==> config.mk <==
export PLATFORM = sky130hd
export DESIGN_NAME = fp2int_cvt
export DESIGN_NICKNAME = d
export VERILOG_FILES = /design/src/rtl/fp2int_cvt.sv
export SDC_FILE = /design/constraint.sdc
export NUM_CORES = 1
export LEC_CHECK = 0
export ABC_AREA = 1
export CAP_MARGIN = 20
export CELL_PAD_IN_SITES_DETAIL_PLACEMENT = 0
export CELL_PAD_IN_SITES_GLOBAL_PLACEMENT = 2
export CORE_UTILIZATION = 31
export DETAILED_ROUTE_END_ITERATION = 8
export GPL_TIMING_DRIVEN = 0
export PLACE_DENSITY_LB_ADDON = 0.08
export SYNTH_ARGS = -nofsm -noshare
export SYNTH_HDL_FRONTEND = slang
export SYNTH_SLANG_ARGS = --single-unit
==> constraint.sdc <==
create_clock -name clk -period 13.5 [get_ports clk]
set_input_delay 2.7 -clock clk [delete_from_list [all_inputs] [get_ports clk]]
set_output_delay 2.7 -clock clk [all_outputs]
set_load 0.01 [all_outputs]
==> src/rtl/fp2int_cvt.sv <==
module fp2int_cvt (
  input  logic        clk,
  input  logic        rst_n,
  input  logic        in_valid,
  input  logic [63:0] in_op,
  input  logic        in_fmt_dp,
  input  logic        in_dst64,
  input  logic        in_signed,
  input  logic [2:0]  in_mode,
  input  logic [1:0]  in_rm,
  output logic [63:0] out_result,
  output logic        out_valid,
  output logic        out_illegal
);

  wire [10:0] exp_d = in_op[62:52];
  wire [7:0]  exp_s = in_op[30:23];
  wire        legal = ~(in_mode[2] & in_mode[1]);

  logic               sgn, is_nan, is_inf;
  logic signed [12:0] e, sh;
  logic [52:0]        m;

  always_comb begin
    if (in_fmt_dp) begin
      sgn    = in_op[63];
      m      = {|exp_d, in_op[51:0]};
      e      = (exp_d == 11'd0) ? -13'sd1022 : $signed({2'b00, exp_d}) - 13'sd1023;
      is_nan = (&exp_d) & (|in_op[51:0]);
      is_inf = (&exp_d) & ~(|in_op[51:0]);
    end else begin
      sgn    = in_op[31];
      m      = {|exp_s, in_op[22:0], 29'd0};
      e      = (exp_s == 8'd0) ? -13'sd126 : $signed({5'd0, exp_s}) - 13'sd127;
      is_nan = (&exp_s) & (|in_op[22:0]);
      is_inf = (&exp_s) & ~(|in_op[22:0]);
    end
    sh = e - 13'sd52;
  end

  logic [116:0] fx;
  logic [63:0]  ip;
  logic [6:0]   rs;
  logic         rnd, stk, big;

  always_comb begin
    big = (e >= 13'sd64);
    rs  = 7'd0;
    fx  = '0;
    if (sh >= 13'sd0) begin
      ip  = (sh >= 13'sd64) ? 64'd0 : ({11'd0, m} << sh[5:0]);
      rnd = 1'b0;
      stk = 1'b0;
    end else begin
      rs  = (sh < -13'sd54) ? 7'd54 : 7'(-sh);
      fx  = {m, 64'd0} >> rs;
      ip  = 64'(fx[116:64]);
      rnd = fx[63];
      stk = |fx[62:0];
    end
  end

  wire [1:0] rm = in_mode[0] ? 2'b01 : in_rm;
  logic inc;
  always_comb begin
    case (rm)
      2'b00:   inc = rnd & (stk | ip[0]);
      2'b10:   inc = ~sgn & (rnd | stk);
      2'b11:   inc = sgn & (rnd | stk);
      default: inc = 1'b0;
    endcase
  end

  wire [64:0] mag  = {1'b0, ip} + 65'(inc);
  wire        huge = big | is_inf | mag[64];
  wire [63:0] sval = sgn ? -mag[63:0] : mag[63:0];

  logic [64:0] pos_lim, neg_lim;
  logic [63:0] max_v, min_v;
  always_comb begin
    case ({in_dst64, in_signed})
      2'b00: begin pos_lim = 65'h0_FFFF_FFFF;           neg_lim = '0;
                   max_v = 64'h0000_0000_FFFF_FFFF;     min_v = '0; end
      2'b01: begin pos_lim = 65'h0_7FFF_FFFF;           neg_lim = 65'h0_8000_0000;
                   max_v = 64'h0000_0000_7FFF_FFFF;     min_v = 64'hFFFF_FFFF_8000_0000; end
      2'b10: begin pos_lim = {1'b0, {64{1'b1}}};        neg_lim = '0;
                   max_v = {64{1'b1}};                  min_v = '0; end
      default: begin pos_lim = {2'b00, {63{1'b1}}};     neg_lim = {2'b01, 63'd0};
                   max_v = {1'b0, {63{1'b1}}};          min_v = {1'b1, 63'd0}; end
    endcase
  end

  wire [63:0] wrap_v = in_dst64  ? sval :
                       in_signed ? {{32{sval[31]}}, sval[31:0]} : {32'd0, sval[31:0]};

  logic [63:0] res;
  always_comb begin
    if (in_mode[2])                        res = (is_nan | is_inf) ? 64'd0 : wrap_v;
    else if (is_nan)                       res = in_mode[1] ? 64'd0 : min_v;
    else if (!sgn && (huge || mag > pos_lim)) res = max_v;
    else if (sgn && (huge || mag > neg_lim))  res = min_v;
    else                                   res = sval;
  end

  always_ff @(posedge clk) begin
    if (!rst_n) begin
      out_result  <= '0;
      out_valid   <= 1'b0;
      out_illegal <= 1'b0;
    end else begin
      out_valid   <= in_valid & legal;
      out_illegal <= in_valid & ~legal;
      if (in_valid && legal) out_result <= res;
    end
  end

endmodule

==> impl_results.md, run 1 <==
- Status: finished clean
- Seq/Total Area, Yosys: under 10%
- # IOs: 141
- Die Wd: 248 um
- Number of synthesized flops with an enable pin: 0
- Syn. warnings: 0
- Core area: 59500 um^2
- Gr usage total: 35.2%
- Most used cell, CP: nand2_1
- Hold_ws: 0.463 ns
- Post-Syn Area per Cell: slightly above 5 um^2
- Mapped cell area: 18800 um^2
- Initial antenna violation count: 0
- Avg Vias per Cell: approximately 5.8
- Hold_sp: out_result[23]$_SDFFE_PN0P_
- Non-Filler Instances: 4610
- Slew margin rel.: 7.51%
- Gr ovfl total: 0
- Input/output buffers: 135
- Clk_lat worst skew: 0.36 ns
- CP required: between 10 and 15 ns
- Worst r2r src: out_result[39]$_SDFFE_PN0P_
- H-tree depth: 3
- Max Cap Violations: 0
- Post-synth top area cell: nand2_1
- Routed vias: 26700
- RePlAce Congestion: 1.05
- Number of remaining DRC errors: 0
- Pleak: 10.8 nW
- CP delay by family, top: simple AND/OR/NAND/NOR gates
- Layout cells sized above 1: under 10%
- Tcrit/Tclk final: 96.1%
- Std cell rows: a little under 90
- Critical path's largest stage delay: 0.53 ns
- Worst Path Buf+Inv: 17
- R2r endpoint: out_result[39]$_SDFFE_PN0P_
- Fin Clk Skew: 0 ns
- Critical Path Fanout Max: 28
- Reg2reg path depth: 2
- Final Critical Period: 12.97 ns
- Mapped Cells: 3677
- Root Buffer: clkbuf_16
- Drt first-iter violations: 3588
- CP Capture Type: register
- Max Slew Vio Count: 0
- DP Cell Count: ~4600
- Hold path depth: 2
- CTS tree: built
- Worst-Margin Slew: around 1.4 ns
- DIE AREA: 61600 um^2
- R2r setup slk: 12.77 ns
- #FFs+latches synth: 66
- Pin count of the biggest net entering global routing: 37
- WL/cell: 24.0 um
- Maximum vdd drop: ~0.066 mV
- Post-DP HPWL: ~94 mm
- NumNets Final: 3948
- Vias in the first global route: 24600
- Slowest CP cell: clkdlybuf4s50_1
- Worst-path clk slew: 0.06 ns
- Num CTS Buffers: 9
- Top_reg_cell synth: dfxtp_1
- Syn Nets: 3794
- Final Hold Fails: 0
- CP arrival: 13.23 ns
- RSZ-0062 raised after global routing: no
- WHS Endpoint: out_result[23]$_SDFFE_PN0P_
- Clk buf depth: 2
- Count of final setup violators: 0
- Share of the synthesized area in the top cell type: between 20% and 30%
- Asr flop ratio synth: 0%
- Startpoint types: primary input
- Initial DRT Pass Iterations: 7
- CP Class: in -> reg
- Maximum clock frequency: 0.0771 GHz
- First-pass GRT wire length: 161 mm
- WL final: 111 mm
- Synth area leaders: nand2_1 (24%), nand3_1 (16%), o21ai_0 (7.1%)
- Area grow syn2layout: 15.6%
- Die H: 248 um
- Clock sinks: 66
- Post-route ant nets: 0
- Initial core utilization: 31.6%
- PwrDens: 105 nW/um^2
- Unique masters post-synth: 68
- Hold Crit Class: reg -> reg
[stage by stage]
step	setup TNS [ns]	area, um^2	worst slack, ns	utilization (%)	total power (W)
2_1_floorplan	0	18800	2.28	-	0.00134
4_1_cts	0	21500	0.0214	36.2	0.00220
5_1_grt	0	21700	0.0240	36.5	0.00243
6_report	0	21700	0.526	36.5	0.00229
3_3_place_gp	-151.98	21100	-2.52	35.5	0.00196
3_5_place_dp	-155.79	21100	-2.60	35.5	0.00195
[placed cells by master, fill, tap and decap left out, drive strengths merged, types with 3 or more instances in the layout]
cell type,n
nand2,1254
nand3,594
nor2,343
inv,320
o21ai,314
clkdlybuf4s50,132
buf,119
a21oi,117
clkbuf,103
nand4,74
xor2,73
dfxtp,66
ha,42
nor3,42
or2,30
mux2i,28
xnor2,24
o211ai,19
nand3b,18
nor4,16
a31oi,15
o22ai,11
a21o,10
clkinv,10
o221ai,7
a211oi,6
o31ai,5
o41ai,5
and2,5
a22o,4
a2111oi,4
a22oi,3
o2111ai,3
[cells in the mapped netlist (all sizes together), types with 2 or more instances]
cell type  instances
nand2           1254
o22ai             11
a22oi              3
a2111oi            4
nand4             74
ha                42
and2               5
a21o              10
o2111ai            3
dfxtp             66
o41ai              5
a31oi             15
inv              320
o221ai             7
or2               30
or4                2
xor2              73
nor3              42
nor3b              2
o211ai            19
a211oi             6
buf              116
o31ai              5
nand3b            18
o21ai            314
clkbuf            89
mux2i             28
nand3            594
a32o               2
a22o               4
a21oi            117
xnor2             24
a41oi              2
nor4              16
nor2             343
clkinv             4
[final cells by class]
| cell class | instances | area [um^2] |
|---|---|---|
| repair buffers | 145 | 1440 |
| fillers | 7034 | 37800 |
| well taps | 773 | 967 |
| flip-flops and latches | 66 | 1320 |
| clock inverters | 7 | 46.3 |
| plain buffers | 203 | 1060 |
| inverters | 324 | 1240 |
| clock buffers | 9 | 225 |
| diodes | 1 | 2.50 |
| multi-input cells | 3082 | 15400 |
[layer usage]
| layer | routed length, um | track usage, % | vias up |
|---|---|---|---|
| met1 | 52400 | 52.8 | 12600 |
| li1 | - | - | 12500 |
| met3 | 11100 | 6.46 | 172 |
| met2 | 44400 | 51.2 | 1447 |
| met4 | 2690 | 7.55 | 0 |
| met5 | 0 | 0 | - |
[worst min-delay path, delay by kind of cell, from the launching register on]
kind	cells	cell delay (ns)
flip-flops	1	0.30
AND/OR/NAND/NOR	1	0.06
AO/OA/AOI/OAI	1	0.06
[what timing repair did]
item / in CTS / in global routing
setup endpoints to repair: 64 / 64
gates resized for setup: 31 / 52
gates cloned: 0 / 0
pin swaps: 2 / 5
hold buffers: 0 / 0
setup buffers: 4 / 3
[flip-flops by register name (all words and copies together) (netlist names)]
name and count:
out_illegal 1, out_result 64, out_valid 1
[power by group]
part	internal (W)	switching, W
clock network	0.000124	0.000105
logic	0.000526	0.00131
registers	0.000214	0.00000986
[worst max path at each step]
stage                         start  depth (start not counted)  slack (ns)                           to
after floorplan           in_op[52]                         62        2.28  out_result[10]$_SDFFE_PN0P_
after global placement    in_op[23]                         63       -2.52   out_result[5]$_SDFFE_PN0P_
after detailed placement  in_op[23]                         64       -2.60   out_result[9]$_SDFFE_PN0P_
after CTS                 in_op[23]                         63        0.02   out_result[9]$_SDFFE_PN0P_
after global routing      in_op[53]                         68        0.02  out_result[14]$_SDFFE_PN0P_
final                     in_op[53]                         68        0.53  out_result[14]$_SDFFE_PN0P_
[cell families after synthesis]
kind of cell             count (synthesis)  share of synthesized area, %
AO/OA/AOI/OAI                          533                          15.8
buffers and inverters                  529                          12.0
adder cells (fa/ha/maj)                 42                          2.80
flip-flops                              66                          7.03
XOR/XNOR                                97                          4.96
multiplexers                            28                          1.49
AND/OR/NAND/NOR                       2382                          55.9
Power figures use the tool's default switching activity.
==> run 2, diff against run 1 <==
CORE_UTILIZATION = 33   (was 31)
DONT_BUFFER_PORTS = 1   (was unset)
GPL_TIMING_DRIVEN = unset   (was 0)
PLACE_DENSITY_LB_ADDON = 0.1   (was 0.08)
==> run 2 against run 1 <==
- clock power increased by 14%
- sequential cell count unchanged
- die area decreased by 6.0%
- routed wire length decreased by 8.9%
- highest routed layer is now met5
- setup slack improved by 0.36 ns
- utilization decreased by 1.9 points
==> impl_results.md, run 2 (same netlist as run 1, synthesis figures left out) <==
- Critical Path Fanout Max: 47 (+68%)
- PwrDens: 109 nW/um^2 (+3.3%)
- Initial core utilization: 33.4% (+1.8 points)
- Max Slew Vio Count: 0 (unchanged)
- WL final: 101 mm (-8.9%)
- Gr usage total: 33.7% (-1.5 points)
- Num CTS Buffers: 9 (unchanged)
- Initial DRT Pass Iterations: 7 (unchanged)
- Clock sinks: 66 (unchanged)
- Maximum clock frequency: 0.0793 GHz (+2.9%)
- Fill count: 6717 (-4.5%)
- Pre-CTS setup slack: 0.127 ns (+2.72 ns)
- Max Cap Violations: 0 (unchanged)
- Fin Clk Skew: 0 ns (unchanged)
- Total power: 0.00212 W (-7.2%)
- Critical path's largest stage delay: 0.53 ns (about the same)
- Hold_sp: out_result[17]$_SDFFE_PN0P_
- Met3 GRT Util: 3.88% (-2.6 points)
- Area grow syn2layout: 3.80%
- Vias in the first global route: 22700 (-7.4%)
- Number of flip-flops in the largest register: 64 (unchanged)
- # diodes: 0 (-1)
- R2r setup slk: 12.72 ns (-0.05 ns)
- RePlAce Congestion: 1.03 (-2.0%)
- Startpoint types: primary input
- WL/cell: 23.5 um (-2.1%)
- Commonest cells after routing, fill and taps aside: nand2_1 (1214), nand3_1 (586), nor2_1 (305)
- CP Class: in -> reg
- Slowest CP cell: or4_1
- Hold Crit Class: reg -> reg
- Count of final setup violators: 0 (unchanged)
- Status: finished clean
- Final Critical Period: 12.61 ns (-0.364 ns)
- Reg2reg path depth: 3 (+1)
- Gr ovfl total: 0 (unchanged)
- Share of the core filled with cells: 34.7% (-1.9 points)
- CTS tree: built
- Largest register by flop count: out_result
- Fin Setup TNS: 0 ns (unchanged)
- # IOs: 141 (unchanged)
- Met2 usage: 57.5% (+6.3 points)
- Clk_lat worst skew: 0.35 ns (about the same)
- H-tree depth: 3 (unchanged)
- CP Capture Type: register
- Layout cells sized above 1: 6.50% (-1.7 points)
- Pin count of the biggest net entering global routing: 88 (+140%)
- Worst-Margin Slew: 1.17 ns (-0.201 ns)
- Final Hold Fails: 0 (unchanged)
- Met1 usage: 42.2% (-11 points)
- Hold_ws: 0.511 ns (+0.0481 ns)
- GRT busiest layer: met2
- Maximum vdd drop: 0.0670 mV (+0.83%)
- Worst-path clk slew: 0.07 ns (about the same)
- # Post-CTS Setup Buffers: 0 (-4)
- Die H: 241 um (-3.1%)
- Std cell rows: 87 (-2.2%)
- Die Wd: 241 um (-3.1%)
- Post-CTS sizing: 0 (-100%)
- WHS Endpoint: out_result[17]$_SDFFE_PN0P_
- Pleak: 9.88 nW (-8.4%)
- Most used cell, CP: nand2_1
- Root Buffer: clkbuf_16
- CP required: 13.74 ns (about the same)
- Core area: 56300 um^2 (-5.4%)
- Worst Path Buf+Inv: 5 (-12)
- Number of remaining DRC errors: 0 (unchanged)
- DIE AREA: 57900 um^2 (-6.0%)
- Hold path depth: 2 (unchanged)
- RSZ-0062 raised after global routing: no
- R2r endpoint: out_result[26]$_SDFFE_PN0P_
- CP arrival: 12.85 ns (-0.38 ns)
- Initial antenna violation count: 1 (+1)
- Tcrit/Tclk final: 93.4% (-2.7 points)
- Clk buf depth: 2 (unchanged)
- Post-route ant nets: 0 (unchanged)
- Avg Vias per Cell: 5.73 (-0.85%)
- Drt first-iter violations: 2333 (-35%)
- First-pass GRT wire length: 145 mm (-9.6%)
- CTS hold repair buffers: 0 (unchanged)
- NumNets Final: 3649 (-7.6%)
- Final worst-path setup slack: 0.889 ns (+0.364 ns)
- Routed vias: 24600 (-7.7%)
- Input/output buffers: 0 (-100%)
- Commonest non-fill, non-tap cell in the layout: nand2_1
- Worst r2r src: out_result[26]$_SDFFE_PN0P_
- Post-DP HPWL: 83.6 mm (-11%)
- Slew margin rel.: 21.1% (+14 points)
- Biggest regs: out_result: 64 flops, out_illegal: 1 flops, out_valid: 1 flops
- CP delay by family, top: simple AND/OR/NAND/NOR gates
-- run 2: changes by cell type in the layout (fill, tap and decap cells not counted), moves of 7 or more --
cell	delta
clkdlybuf4s50_1	-132
buf_6	-17
buf_2	-55
buf_1	-23
clkbuf_2	-10
clkbuf_1	-78
o21ai_0	+9
o21ai_2	-7
buf_4	+24
-- run 2: where the power goes --
part	internal [W]	switching, W
Combinational	0.000437	0.00119
Clock	0.000163	0.0000991
Sequential	0.000215	0.0000235
Total	0.000815	0.00131
-- run 2: how the worst max path moves through the flow --
| stage | slack (ns) | end | startpoint | cells past startpoint |
|---|---|---|---|---|
| 2_1_floorplan | 2.28 | out_result[10]$_SDFFE_PN0P_ | in_op[52] | 62 |
| 3_3_place_gp | 0.19 | out_result[6]$_SDFFE_PN0P_ | in_op[52] | 55 |
| 3_5_place_dp | 0.13 | out_result[26]$_SDFFE_PN0P_ | in_op[52] | 55 |
| 4_1_cts | 0.50 | out_result[26]$_SDFFE_PN0P_ | in_op[52] | 55 |
| 5_1_grt | 0.12 | out_result[60]$_SDFFE_PN0P_ | in_op[52] | 55 |
| 6_report | 0.89 | out_result[58]$_SDFFE_PN0P_ | in_op[52] | 55 |
-- run 2: routing by layer --
layer | part of all wire (%) | vias to the layer above
li1 | - | 11900
met5 | 0.012 | -
met4 | 5.1 | 2
met3 | 5.8 | 206
met1 | 42 | 11500
met2 | 47 | 998
-- run 2: layout make-up --
class	instances	area (um^2)	area share [%]
multi-input cells	3082	15300	78.3
clock buffers	9	225	1.15
flip-flops and latches	66	1320	6.78
repair buffers	49	412	2.11
clock inverters	7	100	0.513
well taps	756	946	4.85
inverters	324	1230	6.29
-- run 2: worst reg2reg max path, cell delays in order (launching register included) --
cell and delay [ns]:
dfxtp_1 0.34, o21ai_0 0.19, a21o_1 0.11, inv_1 0.04
-- run 2: per-stage QoR --
stage | instance area, um^2 | instances
2_1_floorplan | 18800 | 3677
3_3_place_gp | 19100 | 4275
3_5_place_dp | 19100 | 4276
4_1_cts | 19400 | 4292
5_1_grt | 19500 | 4293
6_report | 19500 | 4293
